`config.mk`:
```
export PLATFORM = sky130hd
export DESIGN_NAME = adc_serial_ctrl
export DESIGN_NICKNAME = d
export VERILOG_FILES = /design/src/rtl/adc_serial_pkg.sv /design/src/rtl/adc_strobe_decode.sv /design/src/rtl/adc_conv_stub.sv /design/src/rtl/adc_serializer.sv /design/src/rtl/adc_serial_ctrl.sv
export SDC_FILE = /design/constraint.sdc
export NUM_CORES = 1
export LEC_CHECK = 0
export ABC_CLOCK_PERIOD_IN_PS = 2900
export CAP_MARGIN = 20
export CELL_PAD_IN_SITES_DETAIL_PLACEMENT = 1
export CELL_PAD_IN_SITES_GLOBAL_PLACEMENT = 2
export CORE_UTILIZATION = 30
export CTS_BUF_LIST = sky130_fd_sc_hd__clkbuf_8
export DETAILED_ROUTE_END_ITERATION = 12
export DONT_BUFFER_PORTS = 1
export HOLD_SLACK_MARGIN = 0.1
export PLACE_DENSITY_LB_ADDON = 0.1
export SYNTH_ARGS = -nofsm -noshare
export SYNTH_HDL_FRONTEND = slang
export SYNTH_SLANG_ARGS = --single-unit
```
`constraint.sdc`:
```
create_clock -name clk_i -period 2.9 [get_ports clk_i]
set_input_delay 0.145 -clock clk_i [delete_from_list [all_inputs] [get_ports clk_i]]
set_output_delay 0.145 -clock clk_i [all_outputs]
set_load 0.01 [all_outputs]
```
`src/rtl/adc_serial_pkg.sv`:
```
package adc_serial_pkg;
  localparam int RES_W = 16;
  localparam int CH_N  = 4;
  localparam int CONV_CYCLES_DEF = 80;
  localparam int DIV_HALF_DEF    = 2;
  localparam int ADDR_W = $clog2(CH_N);
endpackage

```
`src/rtl/adc_strobe_decode.sv`:
```
module adc_strobe_decode (
  input  logic clk_i,
  input  logic rst_ni,
  input  logic cs_ni,
  input  logic rc_i,
  output logic conv_req_o,
  output logic read_req_o
);
  logic cs_q, rc_q;
  logic cs_fall, rc_fall, rc_rise;

  always_ff @(posedge clk_i or negedge rst_ni) begin
    if (!rst_ni) begin
      cs_q <= 1'b1;
      rc_q <= 1'b1;
    end else begin
      cs_q <= cs_ni;
      rc_q <= rc_i;
    end
  end

  assign cs_fall = cs_q & ~cs_ni;
  assign rc_fall = rc_q & ~rc_i;
  assign rc_rise = ~rc_q & rc_i;

  // level of the other strobe picks convert vs read
  assign conv_req_o = (rc_fall & ~cs_ni) | (cs_fall & ~rc_i);
  assign read_req_o = (rc_rise & ~cs_ni) | (cs_fall & rc_i);
endmodule

```
`src/rtl/adc_conv_stub.sv`:
```
module adc_conv_stub #(
  parameter int W           = 16,
  parameter int CH_N        = 4,
  parameter int CONV_CYCLES = 80,
  localparam int AW         = $clog2(CH_N)
) (
  input  logic              clk_i,
  input  logic              rst_ni,
  input  logic              start_i,
  input  logic              pwrdn_i,
  input  logic [AW-1:0]     chan_i,
  input  logic [CH_N*W-1:0] sample_i,
  output logic              busy_o,
  output logic              go_o,
  output logic [W-1:0]      res_o
);
  localparam int CW = $clog2(CONV_CYCLES + 1);
  localparam logic [CW-1:0] C_LAST = CW'(CONV_CYCLES - 1);

  logic [CW-1:0] cnt_q;
  logic [W-1:0]  hold_q;
  logic          busy_q;

  assign go_o   = start_i & ~busy_q & ~pwrdn_i;
  assign busy_o = busy_q;

  always_ff @(posedge clk_i or negedge rst_ni) begin
    if (!rst_ni) begin
      busy_q <= 1'b0;
      cnt_q  <= '0;
      hold_q <= '0;
      res_o  <= '0;
    end else if (go_o) begin
      busy_q <= 1'b1;
      cnt_q  <= C_LAST;
      hold_q <= sample_i[int'(chan_i)*W +: W];
    end else if (busy_q) begin
      if (cnt_q == '0) begin
        busy_q <= 1'b0;
        res_o  <= hold_q;
      end else begin
        cnt_q <= cnt_q - 1'b1;
      end
    end
  end
endmodule

```
`src/rtl/adc_serializer.sv`:
```
module adc_serializer #(
  parameter int W        = 16,
  parameter int DIV_HALF = 2
) (
  input  logic         clk_i,
  input  logic         rst_ni,
  input  logic         ext_mode_i,
  input  logic         start_int_i,
  input  logic         start_ext_i,
  input  logic         ext_rise_i,
  input  logic [W-1:0] res_i,
  output logic         data_o,
  output logic         dclk_o,
  output logic         sync_o
);
  localparam int CW = $clog2(W + 2);
  localparam int DW = (DIV_HALF > 1) ? $clog2(DIV_HALF) : 1;
  localparam logic [CW-1:0] BIT_LAST = CW'(W - 1);
  localparam logic [CW-1:0] EXT_SHL  = CW'(W);
  localparam logic [CW-1:0] EXT_END  = CW'(W + 1);
  localparam logic [DW-1:0] DIV_LAST = DW'(DIV_HALF - 1);

  logic          active_q;
  logic [W-1:0]  tx_q;
  logic [CW-1:0] cnt_q;
  logic [DW-1:0] div_q;

  assign data_o = active_q & tx_q[W-1];

  always_ff @(posedge clk_i or negedge rst_ni) begin
    if (!rst_ni) begin
      active_q <= 1'b0;
      tx_q     <= '0;
      cnt_q    <= '0;
      div_q    <= '0;
      dclk_o   <= 1'b0;
      sync_o   <= 1'b0;
    end else if (start_int_i || start_ext_i) begin
      active_q <= 1'b1;
      tx_q     <= res_i;
      cnt_q    <= '0;
      div_q    <= '0;
      dclk_o   <= 1'b0;
      sync_o   <= 1'b0;
    end else if (active_q && !ext_mode_i) begin
      if (div_q == DIV_LAST) begin
        div_q <= '0;
        if (!dclk_o) begin
          dclk_o <= 1'b1;
        end else begin
          dclk_o <= 1'b0;
          tx_q   <= {tx_q[W-2:0], 1'b0};
          if (cnt_q == BIT_LAST) active_q <= 1'b0;
          else                   cnt_q    <= cnt_q + 1'b1;
        end
      end else begin
        div_q <= div_q + 1'b1;
      end
    end else if (active_q && ext_mode_i && ext_rise_i) begin
      // rise 1: sync up; rise 2: sync down, MSB shown; rises 3..W+1 shift
      if (cnt_q == '0)                           sync_o <= 1'b1;
      else if (cnt_q == CW'(1))                  sync_o <= 1'b0;
      else if (cnt_q <= EXT_SHL)                 tx_q   <= {tx_q[W-2:0], 1'b0};
      if (cnt_q == EXT_END) active_q <= 1'b0;
      else                  cnt_q    <= cnt_q + 1'b1;
    end
  end
endmodule

```
`src/rtl/adc_serial_ctrl.sv`:
```
module adc_serial_ctrl
  import adc_serial_pkg::*;
#(
  parameter int CONV_CYCLES = CONV_CYCLES_DEF,
  parameter int DIV_HALF    = DIV_HALF_DEF
) (
  input  logic                  clk_i,
  input  logic                  rst_ni,
  input  logic                  cs_ni,
  input  logic                  rc_i,
  input  logic                  pwrdn_i,
  input  logic                  ext_mode_i,
  input  logic                  ext_dclk_i,
  input  logic                  wr1_ni,
  input  logic                  wr2_ni,
  input  logic [ADDR_W-1:0]     addr_i,
  input  logic [CH_N*RES_W-1:0] sample_i,
  output logic                  busy_no,
  output logic                  dclk_o,
  output logic                  data_o,
  output logic                  sync_o,
  output logic [ADDR_W-1:0]     chan_o
);
  logic conv_req, read_req, conv_go, busy;
  logic ext_q, ext_rise;
  logic [RES_W-1:0] res;

  adc_strobe_decode u_dec (
    .clk_i, .rst_ni, .cs_ni, .rc_i,
    .conv_req_o(conv_req),
    .read_req_o(read_req)
  );

  // address latch: open while both write strobes low
  always_ff @(posedge clk_i or negedge rst_ni) begin
    if (!rst_ni)                chan_o <= '0;
    else if (!(wr1_ni | wr2_ni)) chan_o <= addr_i;
  end

  adc_conv_stub #(.W(RES_W), .CH_N(CH_N), .CONV_CYCLES(CONV_CYCLES)) u_conv (
    .clk_i, .rst_ni,
    .start_i (conv_req),
    .pwrdn_i,
    .chan_i  (chan_o),
    .sample_i,
    .busy_o  (busy),
    .go_o    (conv_go),
    .res_o   (res)
  );

  always_ff @(posedge clk_i or negedge rst_ni) begin
    if (!rst_ni) ext_q <= 1'b0;
    else         ext_q <= ext_dclk_i;
  end
  assign ext_rise = ext_dclk_i & ~ext_q;

  adc_serializer #(.W(RES_W), .DIV_HALF(DIV_HALF)) u_ser (
    .clk_i, .rst_ni, .ext_mode_i,
    .start_int_i (conv_go & ~ext_mode_i),
    .start_ext_i (read_req & ext_mode_i),
    .ext_rise_i  (ext_rise),
    .res_i       (res),
    .data_o, .dclk_o, .sync_o
  );

  assign busy_no = ~busy;
endmodule

```
### Yosys cells after proc, flatten, opt, wreduce, memory -nomap -nowiden

Index checks and enable logic that the tools add are counted.

* add/sub/neg operators: 3
* multipliers: 0
* div/mod/pow operators: 0
* order comparisons: 1
* equality and inequality tests: 12
* shifts and indexed selects: 1
* multiplexer cells: 40
* bitwise operators: 24
* reduce and logical (&&, ||, !) cells: 22

Operator list (count)
* 16-bit two-way mux: 8
* 64-bit by 7-bit variable part select with 16-bit output: 1
* 5-bit two-way mux: 7
* 1-bit two-way mux: 22
* 7-bit two-way mux: 3
* 3-bit by 1-bit != test with 1-bit output (second input constant): 5
* 1-bit bitwise AND: 13
* 3-bit nonzero test: 4
* 5-bit AND reduction: 2
* 1-bit NOT: 8
* 2-bit nonzero test: 4
* 7-bit zero test: 1
* 7-bit by 1-bit subtractor with 7-bit output (second input constant): 1
* 3-bit by 2-bit != test with 1-bit output (second input constant): 2
* 3-bit AND reduction: 2
* 6-bit AND reduction: 1
* 5-bit by 1-bit adder with 5-bit output (second input constant): 1
* 5-bit by 1-bit == test with 1-bit output (second input constant): 1
* 5-bit by 4-bit == test with 1-bit output (second input constant): 1
* 5-bit == test (second input constant): 1
* 5-bit less-or-equal comparator (second input constant): 1
* 5-bit zero test: 1
* 2-bit AND reduction: 2
* 1-bit logical AND: 3
* 6 further kinds: 8

* bits in registers: 70
* bits in latches: 0
* memory bits (writable): 0
* memory bits (read-only): 0
* input port bits: 75
* output and inout port bits: 6
* word-level logic and storage cells: 117
* memories: 0

### Longest topological paths before layout

* depth in word-level cells: 10
* gate-level depth with buffers: 8
* mapped depth without buffers: 8

### Modules after synthesis

From an unflattened synthesis, not the netlist that was laid out.

* cell total of the unflattened synthesis: 303
* area total of the unflattened synthesis: 3564.7 um^2

By module, submodules not included
* adc_conv_stub: instances 1, cells an instance 166, area an instance 2063.2 um^2, seq. area each 1001.0 um^2
* adc_serializer: instances 1, cells an instance 121, area an instance 1287.5 um^2, seq. area each 625.6 um^2
* adc_serial_ctrl: instances 1, cells an instance 10, area an instance 133.9 um^2, seq. area each 75.1 um^2
* adc_strobe_decode: instances 1, cells an instance 6, area an instance 80.1 um^2, seq. area each 52.6 um^2

### Worst setup path before layout

Ideal clock, no wire load.

* path kind: register to register
* from: reg u_conv.busy_q, in the netlist u_conv.busy_o
* to: reg u_ser.tx_q[13]
* library setup time: 0.125 ns
* arrival: 2.191 ns
* data required time: 2.775 ns
* setup slack: 0.584 ns
* stages on the path, launching flop included: 8
* path buffers: 2
* period minus slack after synthesis: 2.316 ns
* cell sequence: dfrtp_1 -> or4_4 -> or2_1 -> buf_2 -> and2_4 -> a221oi_4 -> buf_8 -> mux2_4

* word-level cells in the longest chain between the ends: 7
* elaborated cells between the ends (all ways): 13
* classes of those cells: 4 x eq/ne; 1 x mux; 4 x bitwise; 4 x reduce/logical

Ends and longest elaborated chain
* start: declaration: line adc_conv_stub.sv:22 `logic busy_q;`
* start signal: assignment: line adc_conv_stub.sv:29 `busy_q <= 1'b0;`
* start signal: assignment: line adc_conv_stub.sv:34 `busy_q <= 1'b1;`
* start signal: assignment: line adc_conv_stub.sv:39 `busy_q <= 1'b0;`
* 1-bit NOT *: line adc_conv_stub.sv:24 `assign go_o = start_i & ~busy_q & ~pwrdn_i;`
* 1-bit bitwise AND * (2 in series): line adc_conv_stub.sv:24
* 1-bit bitwise AND *: line adc_serial_ctrl.sv:59 `.start_int_i (conv_go & ~ext_mode_i),`
* 1-bit logical OR *: line adc_serializer.sv:38 `end else if (start_int_i || start_ext_i) begin`
* 3-bit by 1-bit != test with 1-bit output (no source line) or 3-bit nonzero test (tied branches)
* 6-bit AND reduction (no source line)
* end signal: assignment: line adc_serializer.sv:40 `tx_q <= res_i;`
* end signal: assignment: line adc_serializer.sv:52 `tx_q <= {tx_q[W-2:0], 1'b0};`
* end signal: assignment: line adc_serializer.sv:63 `else if (cnt_q <= EXT_SHL) tx_q <= {tx_q[W-2:0], 1'b0};`
* end: declaration: line adc_serializer.sv:24 `logic [W-1:0] tx_q;`

Every way passes the cells marked *; elsewhere a longest branch is shown, timed or not.
A chain may end at the register's enable or synchronous reset.

### Worst setup path in the final report

* from: reg u_ser.cnt_q[0]
* to: reg u_ser.tx_q[8]

* word-level cells in the longest chain between the ends: 3
* elaborated cells between the ends (all ways): 7
* classes of those cells: 1 x order compare; 3 x eq/ne; 3 x reduce/logical

Ends and longest elaborated chain
* start: declaration: line adc_serializer.sv:25 `logic [CW-1:0] cnt_q;`
* start signal: assignment: line adc_serializer.sv:54 `else cnt_q <= cnt_q + 1'b1;`
* start signal: assignment: line adc_serializer.sv:65 `else cnt_q <= cnt_q + 1'b1;`
* 5-bit less-or-equal comparator, or another cell as far along: line adc_serializer.sv:63
* 3-bit nonzero test (no source line) or 3-bit by 1-bit != test with 1-bit output (tied branches)
* 6-bit AND reduction (no source line) *

Marks and branches as above.

==> impl_metrics.ini <==
[synth]
synthFlopType = dfrtp_1
synthArstFlopShare_pct = 100.0
synth_top_area_share_pct = 47.65
synth_cell_types = 49
synth_seq_cells = 70
syn_area_mm2 = 0.003571
yosysWarnings = 0
yosysMostFrequentCell = dfrtp_1
synthCells = 296
synth.avg_cell_area_um2 = 12.06
yosys-top-cells-area = dfrtp_1 (48%), mux2_2 (12%), mux4_2 (10%), nand2_1 (6.8%), mux2_4 (3.8%)
synth_nets = 376
synth_top_area_cell = dfrtp_1
yosysSeqAreaShare_pct = 49.12
synth_common_cells = dfrtp_1 (68), nand2_1 (65), mux2_2 (39), mux4_2 (16), nor2_1 (12)
synth_edf_count = 0

[detailed_routing]
vias_per_cell = 4.963
drtAntennaViolNets = 0
drt_first_pass_iters = 4
drt-initial-drc-count = 21
wl_per_cell_um = 15.82
via_count = 2298
drc = 0
wirelength_um = 7325

[sta]
tightest_slew_ns = 0.7018
layout_min_cycle_time_ns = 2.308
maxSlewHeadroom_pct = 52.47
tns_ns = 0
max_freq_mhz = 433.2
final.setup_skew_ns = 0.004888
hold_viol = 0
setup_viol = 0
final_max_slew_viol_count = 0
rsz0062_at_grt = false
fin_crit_sh_pct = 79.60

[placement]
placed_area_mm2 = 0.003741
dp_hpwl_um = 5077
io_buffers = 0
place_inst = 433
place_congestion = 0.6912

[layout]
nFillCells = 1253
diodes = 0
drive_above_1_share_pct = 29.69
nNetsFinal = 395
fin_area_mm2 = 0.004100
stdcell_count = 463
fin_util_pct = 35.60
synthToLayoutAreaGrowth_pct = 14.82

[clocking]
numClockSinks = 70
clockBufferDepth = 2
cts_tree = yes
clk_pin_slew_ns = 0.07
h-tree-depth = 3
insertion_delay_ns = 0.36
post_cts_buffers = 0
cts_buffers = 9
cts_root_buffer = clkbuf_8

[worst_setup_path]
cp-end-kind = register
crit_arrival_ns = 2.56
regToRegSetupSlack_ns = 0.59
timing.rr.end = u_ser.tx_q[8]
r2r_start = u_ser.cnt_q[0]
reg2reg_depth = 8
start_kind = register
critical_path_class = reg2reg
path_max_fanout = 16
cp_data_required_time_ns = 3.15

[pwr]
powerDensity_mw_per_mm2 = 687.8
p_leak_nw = 1.904
irDropWorstVdd_mv = 0.3111
total_power_mw = 2.820

[global_route]
gr-usage-all-layers_pct = 13.25
grt_pass1_wl_um = 12650
grt_max_degree = 71
grt_pass1_vias = 2465
globalRouteOverflowTotal = 0
antenna_found_initial = 0

[run_status]
status = finished, final reports clean

[die]
fp-row-count = 39
coreArea_mm2 = 0.01152
die-area_mm2 = 0.01234
fp.dieH_um = 111.1
io_pins = 81
die_w_um = 111.1
initial_utilization_pct = 31.01

[flow_run]
max-cap-violations = 0

[hold_path]
min_from = sample_i[6]
holdPathStages = 3
hold_path_end = u_conv.hold_q[6]
min_path_type = in2reg
stage by stage:
stage / setup WS (ns) / hold WS (ns)
6_report: 0.5917 / 0.1167
4_1_cts: 0.5837 / 0.1013
3_5_place_dp: 0.5932 / -0.1483
5_1_grt: 0.3878 / 0.1048
2_1_floorplan: 0.5840 / -0.1506
3_3_place_gp: 0.6240 / -0.1489
power breakdown:
group	internal, mW	leakage (nW)	switching [mW]
Combinational	0.390	0.867	0.304
Clock	0.437	0.108	0.379
Sequential	1.14	0.928	0.171
cell usage in the layout, fill, tap and decap left out, types with 3 or more instances in the layout:
cell type	n
buf_4	8
clkbuf_8	11
dfrtp_1	68
dlygate4sd3_1	13
ha_1	5
inv_1	11
mux2_2	39
mux2_4	9
mux4_2	16
nand2_1	65
nor2_1	12
o21ai_0	7
o31ai_1	3
xnor2_1	5
xor2_1	3
sequential cells by signal (all words and copies together), names as in the netlist:
register,cells
u_ser.active_q,1
u_dec.rc_q,1
chan_o,2
u_dec.cs_q,1
u_conv.cnt_q,7
u_conv.busy_o,1
u_conv.res_o,16
u_ser.sync_o,1
u_ser.dclk_o,1
u_ser.tx_q,16
u_conv.hold_q,16
u_ser.div_q,1
ext_q,1
u_ser.cnt_q,5
worst max path at each step:
| stage | startpoint | endpoint | slack, ns | cells after the start |
|---|---|---|---|---|
| after global routing | u_ser.cnt_q[0] | u_ser.cnt_q[0] | 0.39 | 9 |
| after global placement | u_conv.busy_o | u_ser.tx_q[11] | 0.62 | 6 |
| after CTS | u_conv.busy_o | u_ser.tx_q[8] | 0.58 | 6 |
| after detailed placement | u_ser.cnt_q[0] | u_ser.tx_q[8] | 0.59 | 8 |
| after floorplan | u_conv.busy_o | u_ser.tx_q[13] | 0.58 | 7 |
| final | u_ser.cnt_q[0] | u_ser.tx_q[8] | 0.59 | 8 |
worst max-delay path, stage by stage (launching register included):
cell and delay, ns:
dfrtp_1 0.44, inv_1 0.07, ha_1 0.23, or2_2 0.30, a21oi_1 0.14, a31oi_1 0.08, a221oi_4 0.28, buf_4 0.31
mux2_2 0.37
final cells by class:
cell class	count	area [um2]	area share, %
Clock buffer	11	151.4	3.692
Multi-Input combinational cell	203	1714	41.81
Timing Repair Buffer	22	217.7	5.310
Inverter	9	33.78	0.8239
Tap cell	143	178.9	4.364
Sequential cell	70	1754	42.78
Clock inverter	5	50.05	1.221
kinds of logic (layout without fill, tap and decap cells):
family / Yosys count / in the layout / synth area share [%]
fa+ha+maj: 5 / 5 / 1.752
xor+xnor: 8 / 8 / 1.962
simple gates: 100 / 100 / 12.61
buf+inv: 23 / 47 / 2.873
flops: 70 / 70 / 49.12
mux: 64 / 64 / 26.17
compound gates: 26 / 26 / 5.502
layer usage:
metal | vias up | global-route usage [%] | routed length (um)
li1 | 1091 | - | -
met4 | 0 | 5.135 | 97
met2 | 60 | 18.74 | 3126
met1 | 1139 | 18.29 | 3720
met3 | 8 | 4.921 | 381
met5 | - | 0 | 0
timing repair:
item	in CTS	in global routing
gates resized for setup	0	0
hold buffers	14	0
setup endpoints to repair	0	0
endpoints found under the hold margin	80	0
No activity file was read; power rests on OpenSTA's default activity.
